**src/rtl/trig_pkg.sv**
```systemverilog
package trig_pkg;
  // condition selector: {edge_sel, level_sel}
  typedef enum logic [1:0] {
    COND_FALL  = 2'b00,
    COND_BELOW = 2'b01,
    COND_RISE  = 2'b10,
    COND_ABOVE = 2'b11
  } cond_e;

  typedef struct packed {
    logic gt;
    logic lt;
  } cmp_res_t;
endpackage

```
**src/rtl/trig_compare.sv**
```systemverilog
module trig_compare
  import trig_pkg::*;
#(
  parameter int unsigned W = 8
) (
  input  logic [W-1:0] val_i,
  input  logic [W-1:0] ref_i,
  input  logic         signed_i,
  output cmp_res_t     res_o
);
  localparam logic [W-1:0] SignFlip = {1'b1, {(W-1){1'b0}}};

  logic [W-1:0] val_key, ref_key;

  // flipping the sign bit maps two's complement order onto unsigned order
  always_comb begin
    val_key  = signed_i ? (val_i ^ SignFlip) : val_i;
    ref_key  = signed_i ? (ref_i ^ SignFlip) : ref_i;
    res_o.gt = val_key > ref_key;
    res_o.lt = val_key < ref_key;
  end
endmodule

```
**src/rtl/trig_sync.sv**
```systemverilog
module trig_sync #(
  parameter int unsigned STAGES = 2
) (
  input  logic clk_i,
  input  logic rst_ni,
  input  logic async_i,
  output logic sync_o
);
  logic [STAGES-1:0] stage_q;

  generate
    for (genvar s = 0; s < STAGES; s++) begin : g_stage
      if (s == 0) begin : g_first
        always_ff @(posedge clk_i or negedge rst_ni) begin
          if (!rst_ni) stage_q[s] <= 1'b1;
          else         stage_q[s] <= async_i;
        end
      end else begin : g_next
        always_ff @(posedge clk_i or negedge rst_ni) begin
          if (!rst_ni) stage_q[s] <= 1'b1;
          else         stage_q[s] <= stage_q[s-1];
        end
      end
    end
  endgenerate

  assign sync_o = stage_q[STAGES-1];
endmodule

```
**src/rtl/trig_detect.sv**
```systemverilog
module trig_detect
  import trig_pkg::*;
#(
  parameter int unsigned SMP_W       = 12,
  parameter int unsigned CMP_W       = 8,
  parameter int unsigned SYNC_STAGES = 2
) (
  input  logic             clk_i,
  input  logic             rst_ni,
  input  logic             smp_valid_i,
  input  logic [SMP_W-1:0] smp_data_i,
  input  logic [CMP_W-1:0] thresh_i,
  input  logic             bipolar_i,
  input  logic             edge_sel_i,
  input  logic             level_sel_i,
  input  logic             arm_n_i,
  input  logic             burst_mode_i,
  input  logic             run_start_i,
  input  logic             ext_trig_ni,
  output logic             trig_pulse_o,
  output logic             triggered_o
);
  localparam int unsigned SliceLo = SMP_W - CMP_W;

  logic [CMP_W-1:0] cur_slice;
  logic [CMP_W-1:0] prev_q;
  logic             prev_en;
  logic             prev_vld_q, prev_vld_d;
  logic             pulse_q, pulse_d;
  logic             trig_q, trig_d;
  logic             ext_sync;
  logic             armed;
  logic             hit;
  cmp_res_t         cur_res, prev_res;
  cond_e            cond;

  assign cur_slice = smp_data_i[SMP_W-1:SliceLo];
  assign armed     = !arm_n_i && burst_mode_i;
  assign cond      = cond_e'({edge_sel_i, level_sel_i});

  trig_sync #(.STAGES(SYNC_STAGES)) u_sync (
    .clk_i  (clk_i),
    .rst_ni (rst_ni),
    .async_i(ext_trig_ni),
    .sync_o (ext_sync)
  );

  trig_compare #(.W(CMP_W)) u_cmp_cur (
    .val_i   (cur_slice),
    .ref_i   (thresh_i),
    .signed_i(bipolar_i),
    .res_o   (cur_res)
  );

  trig_compare #(.W(CMP_W)) u_cmp_prev (
    .val_i   (prev_q),
    .ref_i   (thresh_i),
    .signed_i(bipolar_i),
    .res_o   (prev_res)
  );

  // trigger condition for the current strobe
  always_comb begin
    unique case (cond)
      COND_ABOVE: hit = cur_res.gt;
      COND_BELOW: hit = cur_res.lt;
      COND_RISE:  hit = prev_vld_q && !prev_res.gt && cur_res.gt;
      default:    hit = prev_vld_q && !prev_res.lt && cur_res.lt;
    endcase
    if (!ext_sync) hit = 1'b1;
  end

  // next state
  always_comb begin
    prev_vld_d = prev_vld_q;
    pulse_d    = 1'b0;
    trig_d     = trig_q;
    prev_en    = 1'b0;
    if (run_start_i) begin
      prev_vld_d = 1'b0;
      trig_d     = 1'b0;
    end else if (!armed) begin
      prev_vld_d = 1'b0;
    end else if (smp_valid_i) begin
      prev_en    = 1'b1;
      prev_vld_d = 1'b1;
      if (!trig_q && hit) begin
        pulse_d = 1'b1;
        trig_d  = 1'b1;
      end
    end
  end

  // registers
  always_ff @(posedge clk_i or negedge rst_ni) begin
    if (!rst_ni) begin
      prev_vld_q <= 1'b0;
      pulse_q    <= 1'b0;
      trig_q     <= 1'b0;
    end else begin
      prev_vld_q <= prev_vld_d;
      pulse_q    <= pulse_d;
      trig_q     <= trig_d;
    end
  end

  always_ff @(posedge clk_i or negedge rst_ni) begin
    if (!rst_ni)      prev_q <= '0;
    else if (prev_en) prev_q <= cur_slice;
  end

  assign trig_pulse_o = pulse_q;
  assign triggered_o  = trig_q;
endmodule

```
**config.mk**
```make
export PLATFORM = sky130hd
export DESIGN_NAME = trig_detect
export DESIGN_NICKNAME = d
export VERILOG_FILES = /design/src/rtl/trig_pkg.sv /design/src/rtl/trig_compare.sv /design/src/rtl/trig_sync.sv /design/src/rtl/trig_detect.sv
export SDC_FILE = /design/constraint.sdc
export NUM_CORES = 1
export LEC_CHECK = 0
export ABC_CLOCK_PERIOD_IN_PS = 3620
export BUFFER_PORTS_ARGS = -buffer_cell sky130_fd_sc_hd__buf_4
export CORE_ASPECT_RATIO = 1.2
export CORE_MARGIN = 10
export CORE_UTILIZATION = 50
export CTS_CLUSTER_DIAMETER = 80
export DETAILED_ROUTE_END_ITERATION = 7
export PLACE_DENSITY = 0.79
export SLEW_MARGIN = 0
export SYNTH_ARGS = -nofsm -noshare
export SYNTH_HDL_FRONTEND = slang
export SYNTH_HIERARCHICAL = 1
export SYNTH_SLANG_ARGS = --single-unit
```
**constraint.sdc**
```tcl
create_clock -name clk_i -period 3.62 [get_ports clk_i]
set_input_delay 0.181 -clock clk_i [delete_from_list [all_inputs] [get_ports clk_i]]
set_output_delay 0.181 -clock clk_i [all_outputs]
set_load 0.005 [all_outputs]
```
# Word level (Yosys, flattened, before mapping)
# Cells that the tools add are included.
# word_totals
reg_bits	13
in_bits	30
elab_cells	50
# op_classes
order_cmp	4
n_eq_ne	4
muxes	19
bitwise	3
n_reduce_logical	14
# ops
operator	n
2-to-1 mux 8 bit	3
> comparator 8 bit	2
less-than comparator 8 bit	2
2-to-1 mux 1 bit	15
logical AND 1 bit	6
nonzero test 2 bit	3
== test 2 bit (second input constant)	2
logical NOT 1 bit	4
inequality test 3 bit (second input constant)	1
inverter 1 bit	3
case mux 1 bit (3 select lines)	1
AND reduction 3 bit	1
== test 2 x 1 -> 1 bit (second input constant)	1

# Depth between registers and ports, before layout
# Gate-level depths: netlist of the first run.
# depth
depth_word	13
depth_mapped	9
depth_no_buf	9

# Cells and area by module
# The synthesis of the first run kept the hierarchy.
# modules_own_cells
mod	n_inst	cells_each	area_each_um2	seq_area_each_um2
trig_detect	1	34	511.7	275.3
trig_compare at u_cmp_prev	1	30	225.2	0.0
trig_compare at u_cmp_cur	1	28	221.5	0.0
trig_sync	1	2	52.6	52.6

# Worst setup path after synthesis of the first run
# Ideal clock, no wire load.
# synth_timing
kind	reg2reg
start	register prev_q[7]
end	register trig_q, in the netlist triggered_o
setup_time_ns	0.110
arrival_ns	1.769
required_time_ns	3.510
setup_slack_ns	1.741
stages_incl_launch_ff	9
n_path_buf	0
synth_period_minus_slack_ns	1.879
cell_sequence	dfrtp_1 xor2_1 ha_1 a21oi_1 o21ai_0 o21ba_1 nor2b_1 o221a_2 o41ai_1
# synth_rtl
element	line	source
start: declaration	trig_detect.sv:26	logic [CMP_W-1:0] prev_q;
start signal: assignment	trig_detect.sv:109	else if (prev_en) prev_q <= cur_slice;
end signal: assignment	trig_detect.sv:103	trig_q <= trig_d;
end: declaration	trig_detect.sv:30	logic trig_q, trig_d;

==> metrics.md, run 1 <==
| Metric | Value |
|---|---|
| Outcome | `finished, final reports clean` |
| Combinational family with the most area after synthesis | `adder cells` |
| DP HPWL | `1830 um` |
| Worst endpoint required time | `3.78 ns` |
| Clock transition at path regs | `0.08 ns` |
| YS warnings | `6` |
| Starting Density | `54.0%` |
| Top cells by area, synth | `dfrtp_1 (27%), ha_1 (20%), mux2_4 (12%), inv_1 (5.6%), dfstp_2 (5.2%)` |
| DP Area | `1220 um^2` |
| Clock Tree Root | `clkbuf_4` |
| Internal power | `0.304 mW` |
| Gr usage total | `10.8%` |
| 1st-pass router iterations | `5` |
| Gate power share | `37.5%` |
| CTS H-tree depth | `1` |
| Post-synthesis compound-gate area fraction | `13.7%` |
| Post-layout instance area | `1260 um^2` |
| Share of Yosys cell area claimed by the top area cell type | `27.2%` |
| Post-route ant nets | `0` |
| Post-Synth XOR/XNOR Area | `3.47%` |
| Cell variety after synth | `27` |
| WL final | `2110 um` |
| RSZ-0062 raised after global routing | `no` |
| Pwr/cell area | `344 nW/um^2` |
| Setup WS post-layout | `1.57 ns` |
| Layout cell share with drive strength beyond 1 | `37.3%` |
| Setup crit end kind | `register` |
| Max-cap violations | `0` |
| Post-CTS Resized | `0` |
| Worst slack at placement | `1.58 ns` |
| Routability-driven placement congestion ratio | `0.834` |
| Drt via density | `5.43` |
| Register area | `328 um^2` |
| DRT iter0 DRCs | `19` |
| Max incr delay on CP | `0.40 ns` |
| Vias | `787` |
| Hold Crit Class | `in -> reg` |
| Max-slew violations | `0` |
| Max VDD drop | `0.215 mV` |
| Nets | `173` |
| Vias in the first global route | `880` |
| FF-to-FF End | `triggered_o$_DFFE_PN0P_` |
| Yosys reg bits | `13` |
| Core area | `1870 um^2` |
| P_leak | `0.656 nW` |
| Die height | `69.3 um` |
| Setup bufs post-CTS | `0` |
| Hold Path Stages | `2` |
| Sw power | `0.130 mW` |
| Min-delay src | `smp_data_i[4]` |
| Synth area leader | `dfrtp_1` |
| Max frequency | `489 MHz` |
| First-pass GRT wire length | `3660 um` |
| Setup violators final | `0` |
| DRC | `0` |
| Die Area | `4230 um^2` |
| Mapped Nets | `140` |
| Worst-Skew Late Latency | `0.27 ns` |
| Fillers | `157` |
| Fin util | `67.5%` |
| Synthesized instance count | `94` |
| Worst r2r src | `prev_q[7]$_DFFE_PN0P_` |
| Die Wd | `61.1 um` |
| Final global-route overflow total | `0` |
| Critical path class | `reg -> reg` |
| Relative slew slack | `83.1%` |
| Ports | `32` |
| Initial antenna violation count | `0` |
| Levels on crit path | `8` |
| Share of power burned in registers | `41.9%` |
| Post-Synth Simple-Gate Area | `11.1%` |
| Largest net degree at the start of global routing | `14` |
| Skew final | `0.00502 ns` |
| Crit path buffers/inverters | `0` |
| Post-CTS Hold Buffers | `1` |
| Mapped cell area | `1010 um^2` |
| Clock group share of total power | `20.6%` |
| Worst-case clock buffer depth | `2` |
| Multi-input gate area | `607 um^2` |
| Avg Inst Size Synth | `10.8 um^2` |
| Area grow syn2layout | `25.0%` |
| Tightest Pin Transition | `0.250 ns` |
| Critical path's top delay family | `compound AO/OA/AOI/OAI gates` |
| Worst Path Max Fanout | `3` |
| Fin. Hold Viols | `0` |
| Std cell rows | `17` |
| Sequential element share of the synthesized area | `32.4%` |
| Total Neg Setup Slack | `0 ns` |
| TritonCTS clock tree | `done` |
| Num CTS Buffers | `3` |
| Design Power | `0.435 mW` |
| Crit-path slowest cell | `dfrtp_1` |
| Critical path arrival | `2.21 ns` |
| Final period demand of the worst path | `2.05 ns` |
| CP startpoint kind | `register` |
| R2R depth | `8` |
| I/O Buffers | `27` |
| N_diodes | `0` |
| FF-to-FF setup slack | `1.57 ns` |
| CP cell instances | `xor2_1 -> ha_1 -> a21oi_1 -> o21ai_0 -> o21ba_1 -> nor2b_1 -> o221a_2 -> o41ai_1` |
| Synth Area in Adders | `19.8%` |
| Mux contribution to synthesized area | `11.9%` |
| Final Cycle Share | `56.5%` |
| Worst Hold End | `prev_q[0]$_DFFE_PN0P_` |
| CTS Sinks | `13` |
| Routed WL per cell | `14.6 um` |
| Sw Share | `30.0%` |
-- sequential cells by signal (all words and copies together) (netlist names) --
| signal | cells |
|---|---|
| prev_q | 8 |
| prev_vld_q | 1 |
| u_sync/sync_o | 1 |
| u_sync/stage_q | 1 |
| trig_pulse_o | 1 |
| triggered_o | 1 |
-- worst max path at each step --
stage / slack (ns) / startpoint / endpoint
after global routing: 1.33 / prev_q[7]$_DFFE_PN0P_ / triggered_o$_DFFE_PN0P_
after detailed placement: 1.58 / prev_q[7]$_DFFE_PN0P_ / triggered_o$_DFFE_PN0P_
after floorplan: 1.74 / prev_q[7]$_DFFE_PN0P_ / triggered_o$_DFFE_PN0P_
after CTS: 1.55 / prev_q[7]$_DFFE_PN0P_ / triggered_o$_DFFE_PN0P_
final: 1.57 / prev_q[7]$_DFFE_PN0P_ / triggered_o$_DFFE_PN0P_
after global placement: 1.62 / prev_q[7]$_DFFE_PN0P_ / triggered_o$_DFFE_PN0P_
-- placed cells by master, fill, tap and decap left out, types with 2 or more instances in the layout --
cell,n
buf_4,27
dfstp_2,2
dfrtp_1,11
o21ai_0,2
nand4_1,4
xnor2_1,2
a21oi_2,2
nor2b_1,3
nand2_1,3
mux2_4,8
clkbuf_4,3
inv_1,15
a21oi_1,5
dlygate4sd3_1,2
xor2_1,2
ha_1,16
nand2b_1,3
o211ai_2,2
nor2_1,3
-- layer usage --
| layer | GRT usage (%) | share of wire, % | vias to the layer above | routed length, um |
|---|---|---|---|---|
| met5 | 0 | 0 | - | 0 |
| met4 | 5.11 | 0.90 | 0 | 19 |
| met3 | 3.66 | 7.6 | 2 | 161 |
| met2 | 18.3 | 55 | 22 | 1170 |
| met1 | 11.1 | 36 | 369 | 760 |
| li1 | - | - | 394 | - |
-- cell usage after synthesis --
cell type	number
ha_1	16
o21bai_1	1
o22a_1	1
o21ai_0	2
xor2_1	2
nor2b_1	3
o21ba_1	1
o41ai_1	1
dfstp_2	2
o221a_2	1
xnor2_1	2
buf_12	1
a21oi_2	2
o21a_1	1
a211oi_1	1
nand2b_1	3
dfrtp_1	11
nor2_1	3
nor4_1	1
nand2_1	3
nand4_1	4
inv_1	15
a21oi_1	5
o211ai_2	2
mux2_4	8
nor3b_2	1
and2_4	1
-- logic make-up after synthesis --
group                    Yosys count
AND/OR/NAND/NOR                   19
adder cells (fa/ha/maj)           16
AO/OA/AOI/OAI                     18
flip-flops                        13
buffers and inverters             16
XOR/XNOR                           4
multiplexers                       8
-- metrics by stage --
stage                     std cells  hold slack [ns]
after floorplan                  94           -0.115
after global placement          139           0.0331
after detailed placement        139           0.0370
after CTS                       144          0.00308
after global routing            145            0.118
final                           145            0.141
-- power groups by stage --
stage / sequential, mW / clock, mW / combinational (mW)
after floorplan: 0.181 / 0 / 0.113
after global placement: 0.184 / 0 / 0.156
after detailed placement: 0.185 / 0 / 0.164
after CTS: 0.182 / 0.0951 / 0.165
after global routing: 0.185 / 0.105 / 0.186
final: 0.182 / 0.0897 / 0.163
-- area by class of cell --
type,count,share of cell area [%]
multi-input combinational,65,48.0
sequential,13,25.9
timing repair buffer,29,17.6
inverter,15,4.46
clock buffer,4,2.08
tap,19,1.88
Note: power is estimated with default switching activity, not from simulation.
==> inputs of run 2 (changes only) <==
--- a/config.mk
+++ b/config.mk
@@ -5,14 +5,14 @@
 export SDC_FILE = /design/constraint.sdc
 export NUM_CORES = 1
 export LEC_CHECK = 0
-export ABC_CLOCK_PERIOD_IN_PS = 3620
+export ABC_CLOCK_PERIOD_IN_PS = 1800
 export BUFFER_PORTS_ARGS = -buffer_cell sky130_fd_sc_hd__buf_4
 export CORE_ASPECT_RATIO = 1.2
 export CORE_MARGIN = 10
-export CORE_UTILIZATION = 50
+export CORE_UTILIZATION = 45
 export CTS_CLUSTER_DIAMETER = 80
 export DETAILED_ROUTE_END_ITERATION = 7
-export PLACE_DENSITY = 0.79
+export PLACE_DENSITY = 0.75
 export SLEW_MARGIN = 0
 export SYNTH_ARGS = -nofsm -noshare
 export SYNTH_HDL_FRONTEND = slang
==> constraint.sdc (replaced) <==
create_clock -name clk_i -period 1.8 [get_ports clk_i]
set_input_delay 0.09 -clock clk_i [delete_from_list [all_inputs] [get_ports clk_i]]
set_output_delay 0.09 -clock clk_i [all_outputs]
set_load 0.005 [all_outputs]
==> run 2 against run 1 <==
- cell count is 11% higher
- final area rose by 9.3%
- the run now ends with setup timing left
- sequential power grew 100%
==> metrics.md, run 2 (synthesized netlist as in run 1, its figures left out) <==
| Metric | Value |
|---|---|
| Drt via density | `4.99` |
| Outcome | `finished with violations` |
| WL final | `2430 um` |
| Most frequent cells in the layout | `buf_4 (32), inv_1 (15), ha_1 (15)` |
| Post-route ant nets | `0` |
| Max-cap violations | `0` |
| 1st-pass router iterations | `3` |
| Ports | `32` |
| Std cell rows | `18` |
| Layout cell share with drive strength beyond 1 | `45.0%` |
| I/O Buffers | `27` |
| DR WL met2 | `1200 um` |
| Skew final | `0.00462 ns` |
| Die height | `71.9 um` |
| Top Layer Used | `met4` |
| Clock Tree Root | `clkbuf_4` |
| Cells after DPL | `152` |
| Die Area | `4550 um^2` |
| Fin. Hold Viols | `0` |
| FF-to-FF setup slack | `-0.16 ns` |
| CTS Sinks | `13` |
| CP cell instances | `xor2_1 -> ha_1 -> nand4_1 -> nor2_1 -> o21ba_1 -> nor2b_4 -> o221a_4 -> o41ai_2` |
| Pwr/cell area | `716 nW/um^2` |
| Most common cell after layout, fill and taps aside | `buf_4` |
| Hold Crit Class | `in -> reg` |
| Final cell count without fillers | `161` |
| Failing checks | `setup timing` |
| Max incr delay on CP | `0.40 ns` |
| Starting Density | `48.3%` |
| First-pass GRT wire length | `4200 um` |
| P_leak | `0.703 nW` |
| Nets | `178` |
| Worst Path Max Fanout | `3` |
| Design Power | `0.989 mW` |
| Critical path arrival | `2.15 ns` |
| Max VDD drop | `0.507 mV` |
| Routability-driven placement congestion ratio | `0.812` |
| Core area | `2090 um^2` |
| Relative slew slack | `76.4%` |
| RSZ-0062 raised after global routing | `yes` |
| CP startpoint kind | `register` |
| Largest net degree at the start of global routing | `14` |
| Worst endpoint required time | `1.99 ns` |
| Final period demand of the worst path | `1.96 ns` |
| Vias | `804` |
| Final Cycle Share | `109%` |
| Worst-case clock buffer depth | `2` |
| Routed WL per cell | `15.1 um` |
| Max frequency | `511 MHz` |
| N_diodes | `0` |
| Wl on met1 | `1030 um` |
| Critical path class | `reg -> reg` |
| Clock transition at path regs | `0.09 ns` |
| Num CTS Buffers | `3` |
| Area grow syn2layout | `36.6%` |
| Gr usage total | `11.7%` |
| Worst slack at placement | `-0.147 ns` |
| Vias in the first global route | `963` |
| TritonCTS clock tree | `done` |
| Biggest register | `prev_q` |
| DRT iter0 DRCs | `7` |
| Tightest Pin Transition | `0.354 ns` |
| Setup crit end kind | `register` |
| CTS H-tree depth | `1` |
| Setup WS post-layout | `-0.158 ns` |
| Die Wd | `63.3 um` |
| Initial antenna violation count | `0` |
| Final global-route overflow total | `0` |
| DRC | `0` |
| Routed length on met3 | `102 um` |
| Max-slew violations | `0` |
| Crit-path slowest cell | `dfrtp_1` |
| DP HPWL | `1870 um` |
| Setup violators final | `2` |
| Worst-Skew Late Latency | `0.29 ns` |
| Max reg flops | `8` |
run 2: routing by layer:
layer,vias to the layer above,track usage (%)
met1,364,12.0
met2,27,20.1
met4,0,8.03
li1,402,-
met3,11,3.53
met5,-,0
run 2: per-stage QoR:
stage	setup TNS [ns]	area (um^2)	hold WS, ns	utilization (%)
after floorplan	0	1020	-0.206	-
after global placement	-0.105	1250	-0.0591	59.9
after detailed placement	-0.263	1250	-0.0503	59.9
after CTS	-0.234	1340	0.0290	64.0
after global routing	-0.561	1380	0.0283	65.9
final	-0.310	1380	0.0390	65.9
run 2: final timing paths:
kind                                             start                          end  cells after the start
setup / recovery                 prev_q[7]$_DFFE_PN0P_      triggered_o$_DFFE_PN0P_                      8
hold / removal                          smp_data_i[10]        prev_q[6]$_DFFE_PN0P_                      2
setup reg to reg                 prev_q[7]$_DFFE_PN0P_      triggered_o$_DFFE_PN0P_                      8
hold reg to reg            u_sync/stage_q[0]$_DFF_PN1_      u_sync/sync_o$_DFF_PN1_                      0
max in group asynchronous                       rst_ni  u_sync/stage_q[0]$_DFF_PN1_                      2
min in group asynchronous                       rst_ni        prev_q[6]$_DFFE_PN0P_                      2
run 2: worst max-delay path, delay by kind of cell, from the launching register on:
kind            cells  cell delay (ns)
compound gates      3             0.59
flops               1             0.40
simple gates        3             0.39
fa+ha+maj           1             0.33
xor+xnor            1             0.15
run 2: power by group:
group	total, mW	leakage, nW	internal (mW)	switching, mW
combinational	0.424	0.530	0.248	0.176
sequential	0.372	0.158	0.338	0.0338
clock	0.193	0.0150	0.0862	0.107
total	0.989	0.703	0.672	0.317
run 2: layout make-up:
cell class	instances	area [um^2]
multi-input combinational	65	673
inverter	15	56.3
fill	182	713
tap	30	37.5
clock buffer	4	26.3
sequential	13	328
timing repair buffer	34	260
run 2: repair_timing:
item / CTS / global route
endpoints found under the setup margin: 2 / 2
gates resized for setup: 4 / 6
hold buffers: 2 / 0
hold endpoints to repair: 14 / 0
buffers inserted: 2 / 1
pin swaps: 4 / 1
